--- src/rtl/ruu_pkg.sv ---
package ruu_pkg;
  typedef enum logic [1:0] {
    ST_WAIT = 2'd0,
    ST_DISP = 2'd1,
    ST_DONE = 2'd2
  } slot_state_e;
endpackage

--- src/rtl/ruu_result_arb.sv ---
module ruu_result_arb #(
  parameter int N = 2
) (
  input  logic [N-1:0] req,
  output logic [N-1:0] gnt,
  output logic         any,
  output logic [(N>1 ? $clog2(N) : 1)-1:0] idx
);
  localparam int IW = (N > 1) ? $clog2(N) : 1;
  always_comb begin
    gnt = '0;
    any = 1'b0;
    idx = '0;
    for (int k = N - 1; k >= 0; k--) begin
      if (req[k]) begin
        any = 1'b1;
        idx = IW'(k);
      end
    end
    if (any) gnt[idx] = 1'b1;
  end
endmodule

--- src/rtl/ruu_pick_oldest.sv ---
module ruu_pick_oldest #(
  parameter int DEPTH = 8,
  localparam int TW = $clog2(DEPTH)
) (
  input  logic [DEPTH-1:0] req,
  input  logic [TW-1:0]    head,
  output logic             found,
  output logic [TW-1:0]    idx
);
  logic [TW-1:0] pos;
  always_comb begin
    found = 1'b0;
    idx   = '0;
    pos   = '0;
    // scan youngest to oldest so the slot nearest the head wins
    for (int k = DEPTH - 1; k >= 0; k--) begin
      pos = head + TW'(k);
      if (req[pos]) begin
        found = 1'b1;
        idx   = pos;
      end
    end
  end
endmodule

--- src/rtl/ruu_sched.sv ---
module ruu_sched
  import ruu_pkg::*;
#(
  parameter int DEPTH  = 8,   // power of two
  parameter int NREG   = 8,
  parameter int DW     = 16,
  parameter int NCLASS = 2,
  localparam int TW = $clog2(DEPTH),
  localparam int RW = $clog2(NREG),
  localparam int CW = (NCLASS > 1) ? $clog2(NCLASS) : 1
) (
  input  logic                         clk,
  input  logic                         rst,
  input  logic                         iss_valid,
  output logic                         iss_ready,
  input  logic [CW-1:0]                iss_class,
  input  logic [RW-1:0]                iss_dst,
  input  logic [RW-1:0]                iss_src1,
  input  logic [RW-1:0]                iss_src2,
  input  logic [NCLASS-1:0]            fu_free,
  output logic [NCLASS-1:0]            dsp_valid,
  output logic [NCLASS-1:0][TW-1:0]    dsp_tag,
  output logic [NCLASS-1:0][DW-1:0]    dsp_a,
  output logic [NCLASS-1:0][DW-1:0]    dsp_b,
  input  logic [NCLASS-1:0]            cmp_valid,
  input  logic [NCLASS-1:0][TW-1:0]    cmp_tag,
  input  logic [NCLASS-1:0][DW-1:0]    cmp_data,
  output logic [NCLASS-1:0]            cmp_ack,
  output logic                         cmt_valid,
  output logic [RW-1:0]                cmt_dst,
  output logic [DW-1:0]                cmt_data
);
  localparam int IW = (NCLASS > 1) ? $clog2(NCLASS) : 1;

  // slot storage
  logic [DEPTH-1:0] e_valid;
  slot_state_e      e_st  [DEPTH];
  logic [CW-1:0]    e_cls [DEPTH];
  logic [RW-1:0]    e_dst [DEPTH];
  logic             e_r1  [DEPTH];
  logic             e_r2  [DEPTH];
  logic [TW-1:0]    e_q1  [DEPTH];
  logic [TW-1:0]    e_q2  [DEPTH];
  logic [DW-1:0]    e_v1  [DEPTH];
  logic [DW-1:0]    e_v2  [DEPTH];
  logic [DW-1:0]    e_res [DEPTH];

  logic [TW-1:0] head, tail;
  logic [TW:0]   count;

  // architectural state and rename table
  logic [DW-1:0] arf   [NREG];
  logic          ren_v [NREG];
  logic [TW-1:0] ren_t [NREG];

  // result bus
  logic          bus_v;
  logic [IW-1:0] bus_sel;
  logic [TW-1:0] bus_tag;
  logic [DW-1:0] bus_data;

  ruu_result_arb #(.N(NCLASS)) u_arb (
    .req (cmp_valid),
    .gnt (cmp_ack),
    .any (bus_v),
    .idx (bus_sel)
  );
  assign bus_tag  = cmp_tag[bus_sel];
  assign bus_data = cmp_data[bus_sel];

  // issue-side operand read with same-cycle bus bypass
  logic          iss_fire, do_commit;
  logic [RW-1:0] rd_reg [2];
  logic [TW-1:0] rd_tag [2];
  logic [DW-1:0] rd_val [2];
  logic          rd_rdy [2];

  assign iss_ready = (count != (TW+1)'(DEPTH));
  assign iss_fire  = iss_valid && iss_ready;
  assign do_commit = e_valid[head] && (e_st[head] == ST_DONE);
  assign rd_reg[0] = iss_src1;
  assign rd_reg[1] = iss_src2;

  always_comb begin
    for (int s = 0; s < 2; s++) begin
      rd_tag[s] = ren_t[rd_reg[s]];
      rd_val[s] = arf[rd_reg[s]];
      rd_rdy[s] = 1'b1;
      if (ren_v[rd_reg[s]]) begin
        if (e_st[rd_tag[s]] == ST_DONE)
          rd_val[s] = e_res[rd_tag[s]];
        else if (bus_v && bus_tag == rd_tag[s])
          rd_val[s] = bus_data;
        else
          rd_rdy[s] = 1'b0;
      end
    end
  end

  // per-class oldest-ready selection
  logic [NCLASS-1:0]         pk_v;
  logic [NCLASS-1:0][TW-1:0] pk_i;

  for (genvar c = 0; c < NCLASS; c++) begin : g_cls
    logic [DEPTH-1:0] req;
    always_comb begin
      for (int i = 0; i < DEPTH; i++)
        req[i] = e_valid[i] && (e_st[i] == ST_WAIT) && e_r1[i] && e_r2[i]
                 && (e_cls[i] == CW'(c)) && fu_free[c];
    end
    ruu_pick_oldest #(.DEPTH(DEPTH)) u_pick (
      .req   (req),
      .head  (head),
      .found (pk_v[c]),
      .idx   (pk_i[c])
    );
  end

  always_ff @(posedge clk) begin
    if (rst) begin
      head      <= '0;
      tail      <= '0;
      count     <= '0;
      e_valid   <= '0;
      dsp_valid <= '0;
      cmt_valid <= 1'b0;
      cmt_dst   <= '0;
      cmt_data  <= '0;
      for (int r = 0; r < NREG; r++) begin
        arf[r]   <= '0;
        ren_v[r] <= 1'b0;
        ren_t[r] <= '0;
      end
    end else begin
      // result bus: finish producer, wake consumers
      if (bus_v) begin
        e_st[bus_tag]  <= ST_DONE;
        e_res[bus_tag] <= bus_data;
        for (int i = 0; i < DEPTH; i++) begin
          if (e_valid[i] && e_st[i] == ST_WAIT) begin
            if (!e_r1[i] && e_q1[i] == bus_tag) begin
              e_r1[i] <= 1'b1;
              e_v1[i] <= bus_data;
            end
            if (!e_r2[i] && e_q2[i] == bus_tag) begin
              e_r2[i] <= 1'b1;
              e_v2[i] <= bus_data;
            end
          end
        end
      end
      // dispatch
      for (int c = 0; c < NCLASS; c++) begin
        dsp_valid[c] <= pk_v[c];
        if (pk_v[c]) begin
          e_st[pk_i[c]] <= ST_DISP;
          dsp_tag[c]    <= pk_i[c];
          dsp_a[c]      <= e_v1[pk_i[c]];
          dsp_b[c]      <= e_v2[pk_i[c]];
        end
      end
      // in-order commit
      cmt_valid <= do_commit;
      if (do_commit) begin
        arf[e_dst[head]] <= e_res[head];
        if (ren_v[e_dst[head]] && ren_t[e_dst[head]] == head)
          ren_v[e_dst[head]] <= 1'b0;
        e_valid[head] <= 1'b0;
        head          <= head + 1'b1;
        cmt_dst       <= e_dst[head];
        cmt_data      <= e_res[head];
      end
      // issue into tail (later write wins over the commit clear)
      if (iss_fire) begin
        e_valid[tail] <= 1'b1;
        e_st[tail]    <= ST_WAIT;
        e_cls[tail]   <= iss_class;
        e_dst[tail]   <= iss_dst;
        e_r1[tail]    <= rd_rdy[0];
        e_r2[tail]    <= rd_rdy[1];
        e_q1[tail]    <= rd_tag[0];
        e_q2[tail]    <= rd_tag[1];
        e_v1[tail]    <= rd_val[0];
        e_v2[tail]    <= rd_val[1];
        ren_v[iss_dst] <= 1'b1;
        ren_t[iss_dst] <= tail;
        tail           <= tail + 1'b1;
      end
      case ({iss_fire, do_commit})
        2'b10:   count <= count + 1'b1;
        2'b01:   count <= count - 1'b1;
        default: count <= count;
      endcase
    end
  end
endmodule

--- config.mk ---
export PLATFORM = sky130hd
export DESIGN_NAME = ruu_sched
export DESIGN_NICKNAME = d
export VERILOG_FILES = /design/src/rtl/ruu_pkg.sv /design/src/rtl/ruu_result_arb.sv /design/src/rtl/ruu_pick_oldest.sv /design/src/rtl/ruu_sched.sv
export SDC_FILE = /design/constraint.sdc
export NUM_CORES = 2
export LEC_CHECK = 0
export ABC_AREA = 1
export BUFFER_PORTS_ARGS = -buffer_cell sky130_fd_sc_hd__buf_4
export CELL_PAD_IN_SITES_DETAIL_PLACEMENT = 0
export CELL_PAD_IN_SITES_GLOBAL_PLACEMENT = 1
export CORE_MARGIN = 1.5
export CORE_UTILIZATION = 43
export DETAILED_ROUTE_END_ITERATION = 12
export GPL_TIMING_DRIVEN = 0
export PLACE_DENSITY_LB_ADDON = 0.1
export SYNTH_ARGS = -nofsm -noshare
export SYNTH_HDL_FRONTEND = slang
export SYNTH_SLANG_ARGS = --single-unit
export TNS_END_PERCENT = 100
--- constraint.sdc ---
create_clock -name clk -period 4 [get_ports clk]
set_input_delay 0.4 -clock clk [delete_from_list [all_inputs] [get_ports clk]]
set_output_delay 0.4 -clock clk [all_outputs]
set_load 0.02 [all_outputs]
# Word-level counts from Yosys, hierarchy flattened
# Memory sizes are Yosys's and may differ from the RTL's. A register that Yosys moved wholly into a read port is not among the register bits.
# Cells that the tools add are included.
[op_classes]
eq_ne = 25
n_reduce_logical = 111
magnitude_cmp = 13
muxes = 215
bitwise_logic = 12
addsub = 10
[ops]
columns = ["cell", "n"]
rows = [
  ["$mux 1", 152],
  ["$mux 16", 9],
  ["$mux 3", 29],
  ["$logic_and 1x1->1", 80],
  ["$eq 3x3->1", 19],
  ["$bmux 1 s3", 17],
  ["$lt 3x4->1 const B", 9],
  ["$mux 8", 3],
  ["$logic_not 1->1", 16],
  ["$logic_not 2->1", 8],
  ["$reduce_or 16->1", 1],
  ["$add 3x3->3 const B", 4],
  ["$not 1->1", 9],
  ["$and 8x8->8", 1],
  ["$eq 2x2->1 const B", 4],
  ["$not 8->8", 1],
  ["$or 8x8->8", 1],
  ["$pmux 4 s2", 1],
  ["$add 3x1->3 const B", 2],
  ["$add 3x2->3 const B", 2],
  ["$demux 1 s3", 2],
  ["$ge 3x1->1 const B", 2],
  ["$add 4x1->4 const B", 1],
  ["$ne 4x4->1 const B", 1],
  ["10 further kinds", 12],
]
[word_totals]
mem_bits_rw = 656
mem_count = 13
elab_cells = 409
ff_bits = 46
output_inout_bits = 95
[mem_list]
columns = ["name", "depth", "width", "read_ports", "rd_clocked_by_memory_dff", "wr", "line_no", "text"]
rows = [
  ["arf", 8, 16, 2, 0, 8, "ruu_sched.sv:52", "logic [DW-1:0] arf [NREG];"],
  ["e_res", 8, 16, 3, 1, 1, "ruu_sched.sv:46", "logic [DW-1:0] e_res [DEPTH];"],
  ["e_v1", 8, 16, 2, 2, 9, "ruu_sched.sv:44", "logic [DW-1:0] e_v1 [DEPTH];"],
  ["e_v2", 8, 16, 2, 2, 9, "ruu_sched.sv:45", "logic [DW-1:0] e_v2 [DEPTH];"],
  ["e_dst", 8, 3, 1, 1, 1, "ruu_sched.sv:39", "logic [RW-1:0] e_dst [DEPTH];"],
  ["e_q1", 8, 3, 8, 0, 1, "ruu_sched.sv:42", "logic [TW-1:0] e_q1 [DEPTH];"],
  ["7 more memories", "-", "-", "-", "-", "-", "-", ""],
]

# Depth between registers and ports, before layout
[logic_depth]
word_depth = 19
mapped_depth = 27

# Modules after synthesis
# From an unflattened synthesis, not the netlist that was laid out.
[hier_totals]
cells_unflattened = 4940
area_unflattened_um2 = 42415.7
[modules_own_cells]
columns = ["mod", "area_each_um2", "instances", "cells_each", "seq_area_each_um2"]
rows = [
  ["ruu_sched", 40855.4, 1, 4686, 22261.4],
  ["ruu_pick_oldest at g_cls[1].u_pick", 794.5, 1, 126, 0.0],
  ["ruu_pick_oldest at g_cls[0].u_pick", 739.5, 1, 122, 0.0],
  ["ruu_result_arb", 26.3, 1, 6, 0.0],
]

# Least setup slack after synthesis
# No wires, ideal clock.
[synth_timing]
path_kind = "register -> register"
from = "register head[0]"
to = "memory e_st[2][0] in the netlist's numbering"
setup_slack_ns = -0.268
path_stages_with_launch = 22
arrival_time_ns = 4.211
period_less_slack_ns = 4.268
path_buffers = 4
cell_sequence = "dfxtp_1 -> buf_6 -> inv_2 -> buf_4 -> buf_2 -> ha_1 -> clkbuf_1 -> nand3_1 -> nand2_1 -> inv_1 -> nand2_1 -> nand2_1 -> inv_2 -> nand3_1 -> nor2_1 -> nor2_1 -> inv_1 -> a21oi_1 -> nand3_1 -> nand3_1 -> nand2_1 -> inv_1"
[synth_lines]
columns = ["element", "line_no", "text"]
rows = [
  ["start, declared", "ruu_sched.sv:48", "logic [TW-1:0] head, tail;"],
  ["start signal, assigned", "ruu_sched.sv:169", "head <= head + 1'b1;"],
  ["end, declared", "ruu_sched.sv:37", "slot_state_e e_st [DEPTH];"],
]

==> results.json <==
{
  "outcome": "finished with violations",
  "violations": "capacitance limit, slew limit, setup timing",
  "placed_cell_area_um2": 46100,
  "fin_skew_ps": 34.9,
  "cp_cell_sequence": "inv_1 -> o21ai_0 -> nand2_1 -> nand2_1 -> nand2_1 -> buf_2 -> inv_2 -> clkbuf_1 -> nand2_1 -> a21oi_1 -> o22ai_2 -> o21ai_1",
  "grt_start_max_net_pins": 34,
  "ys_ff_latch": 769,
  "syn_area_per_cell_um2": 8.02,
  "ios": 150,
  "grt_remaining_overflow": 0,
  "first_global_vias": 38250,
  "max_freq_ghz": 0.246,
  "tritoncts": "built",
  "synth_area_um2": 42800,
  "critical_path_buf_inv_count": 4,
  "port_buffers": 145,
  "holdCritPathClass": "primary input to flip-flop",
  "grt_use_met3": 0.0818,
  "rows": 115,
  "crit_type": "flip-flop to flip-flop",
  "endpoint_kind": "flip-flop",
  "hold_ws_ps": 325,
  "initial_core_util": 0.435,
  "slew_headroom": -0.00169,
  "dieArea_um2": 102000,
  "h-tree-depth": 3,
  "cts_made_buffers": 89,
  "cts_root_buf": "clkbuf_16",
  "coreArea_um2": 98600,
  "grtUsageMet2": 0.598,
  "synth_nets": 5407,
  "cp-start-kind": "flip-flop",
  "antenna_left": 0,
  "clock_latency_ps": 700,
  "worst_slack_ps": -60.8,
  "slowest_delay_ps": 1120,
  "hold_viol": 0,
  "cp_top_family": "buffers and inverters",
  "finalCriticalPeriod_ps": 4060,
  "synthCells": 5341,
  "detailed_place_hpwl_um": 150000,
  "final_area_um2": 49600,
  "seq_area_frac_synth": 0.520,
  "fillers": 9543,
  "drcViolationCount": 0,
  "vias_per_cell": 5.94,
  "synth_cell_types": 49,
  "clockBufferDepth": 3,
  "yosys_warnings": 0,
  "use_met1": 0.488,
  "chipWidth_um": 319,
  "slew_violations": 17,
  "gp_congestion": 1.05,
  "grt_usage": 0.386,
  "arrival_ps": 4590,
  "via_count": 41480,
  "die_y_um": 319,
  "drt_iter0_markers": 6039,
  "tightest_slew_ps": 1500,
  "clock_sinks": 769,
  "clk_pin_slew_worst_paths_ps": 60,
  "drt_wl_total_um": 200000,
  "final.period_utilization": 1.02,
  "worstPathRequired_ps": 4530,
  "synthToLayoutAreaGrowth_pct": 15.9,
  "firstDrtPassIters": 6,
  "cap_violations": 2,
  "regToRegSetupSlack_ps": -60,
  "crit_fanout": 17,
  "grt_pass1_wl_um": 279000,
  "nets": 5694,
  "slowest_stage": "clkbuf_1",
  "finalSetupViolCount": 4,
  "worst_path_most_repeated_cell": "nand2_1",
  "rsz0062_at_grt": "false",
  "wl_per_cell_um": 28.6,
  "antenna_found_initial": 3,
  "layout-drive-gt1-share": 0.116,
  "busiest_layer": "met2"
}
final cells by class:
class,count,area [µm²],area share
tap,1287,1610,0.0324
sequential,769,22300,0.449
multi-input combinational,3758,17300,0.349
inverter,501,1890,0.0380
timing repair buffer,197,1750,0.0352
clock buffer,116,2450,0.0494
buffer,312,1760,0.0354
clock inverter,48,581,0.0117
antenna,1,2.50,0.0000504
cell usage after synthesis, drive strengths merged:
| library cell | instances | area, µm² |
|---|---|---|
| a2111oi | 12 | 105 |
| a211o | 3 | 26.3 |
| a211oi | 2 | 15.0 |
| a21oi | 266 | 1360 |
| a31oi | 9 | 56.3 |
| and2 | 14 | 87.6 |
| buf | 169 | 1090 |
| clkbuf | 145 | 548 |
| clkinv | 30 | 113 |
| dfxtp | 83 | 1660 |
| edfxtp | 686 | 20600 |
| fa | 1 | 20.0 |
| ha | 10 | 125 |
| inv | 471 | 1770 |
| nand2 | 1609 | 6090 |
| nand3 | 148 | 751 |
| nand4 | 16 | 100 |
| nor2 | 455 | 1780 |
| nor3 | 4 | 31.3 |
| o2111ai | 4 | 35.0 |
| o211ai | 29 | 218 |
| o21ai | 1095 | 5550 |
| o22a | 11 | 96.3 |
| o22ai | 26 | 250 |
| o31ai | 8 | 60.1 |
| o41ai | 4 | 35.0 |
| or2 | 12 | 75.1 |
| xnor2 | 15 | 139 |
| xor2 | 4 | 42.6 |
metrics by stage:
stage               TNS (ps)  setup slack (ps)   util  std cells
detailed placement    -92770              -741  0.467       6801
CTS                    -29.3             -29.3  0.501       6980
finish                  -132             -60.8  0.504       6989
global placement     -899060             -3950  0.462       6773
global route               0             0.327  0.504       6988
floorplan                  0               303      -       5341
layer usage:
layer	vias up	share of wire	wire (µm)
met2	2859	0.44	87900
li1	18522	-	-
met1	19481	0.38	75600
met4	0	0.074	14900
met5	-	0	0
met3	618	0.11	21800
final timing paths:
check | start | end | cells after the start
hold reg to reg | cmt_data[13] | cmt_data[13] | 2
hold / removal | iss_valid | tail[0] | 4
setup reg to reg | ren_t[2][2] | e_v2[5][12] | 12
setup / recovery | ren_t[2][2] | e_v2[5][12] | 12
worst min-delay path, cell delays in order:
cell     delay (ps)
buf_4            70
nand2_1         260
nand3_1         160
nand2_1          50
flip-flops by register name, indices dropped and copies added (netlist names), 16 cells and up, named ones only:
register	count
arf	128
cmt_data	16
dsp_a	32
dsp_b	32
e_dst	24
e_q1	24
e_q2	24
e_res	128
e_st	16
e_v1	128
e_v2	128
ren_t	24
cell families (layout without fill, tap and decap cells):
kind of cell,Yosys count,in the layout,share of synthesized area
AOI/OAI and AO/OA,1469,1469,0.182
xor gates and xnor gates,19,19,0.00424
adders and majority gates,11,11,0.00339
buffers and inverters,815,1174,0.0821
DFF,769,769,0.520
other,0,1,0
and+or+nand+nor,2258,2259,0.208
what timing repair did:
item                                    in CTS  in global routing
endpoints found under the setup margin     184                272
hold endpoints to repair                    32                  0
hold buffers                                 4                  0
setup buffers                               12                  8
pin swaps                                    5                  5
gates cloned                                 0                  1
resized for setup                           34                 58
placed cells by master, fill, tap and decap left out, drive strengths merged, types with 58 or more instances in the layout:
master and instances:
inv 474, a21oi 266, dfxtp 83, buf 359, nor2 455, nand3 148, clkinv 58, o21ai 1095
clkbuf 261, nand2 1610, edfxtp 686
Power is not shown: default switching activity piles up to over one toggle a cycle in this logic, so the estimate is an artifact.
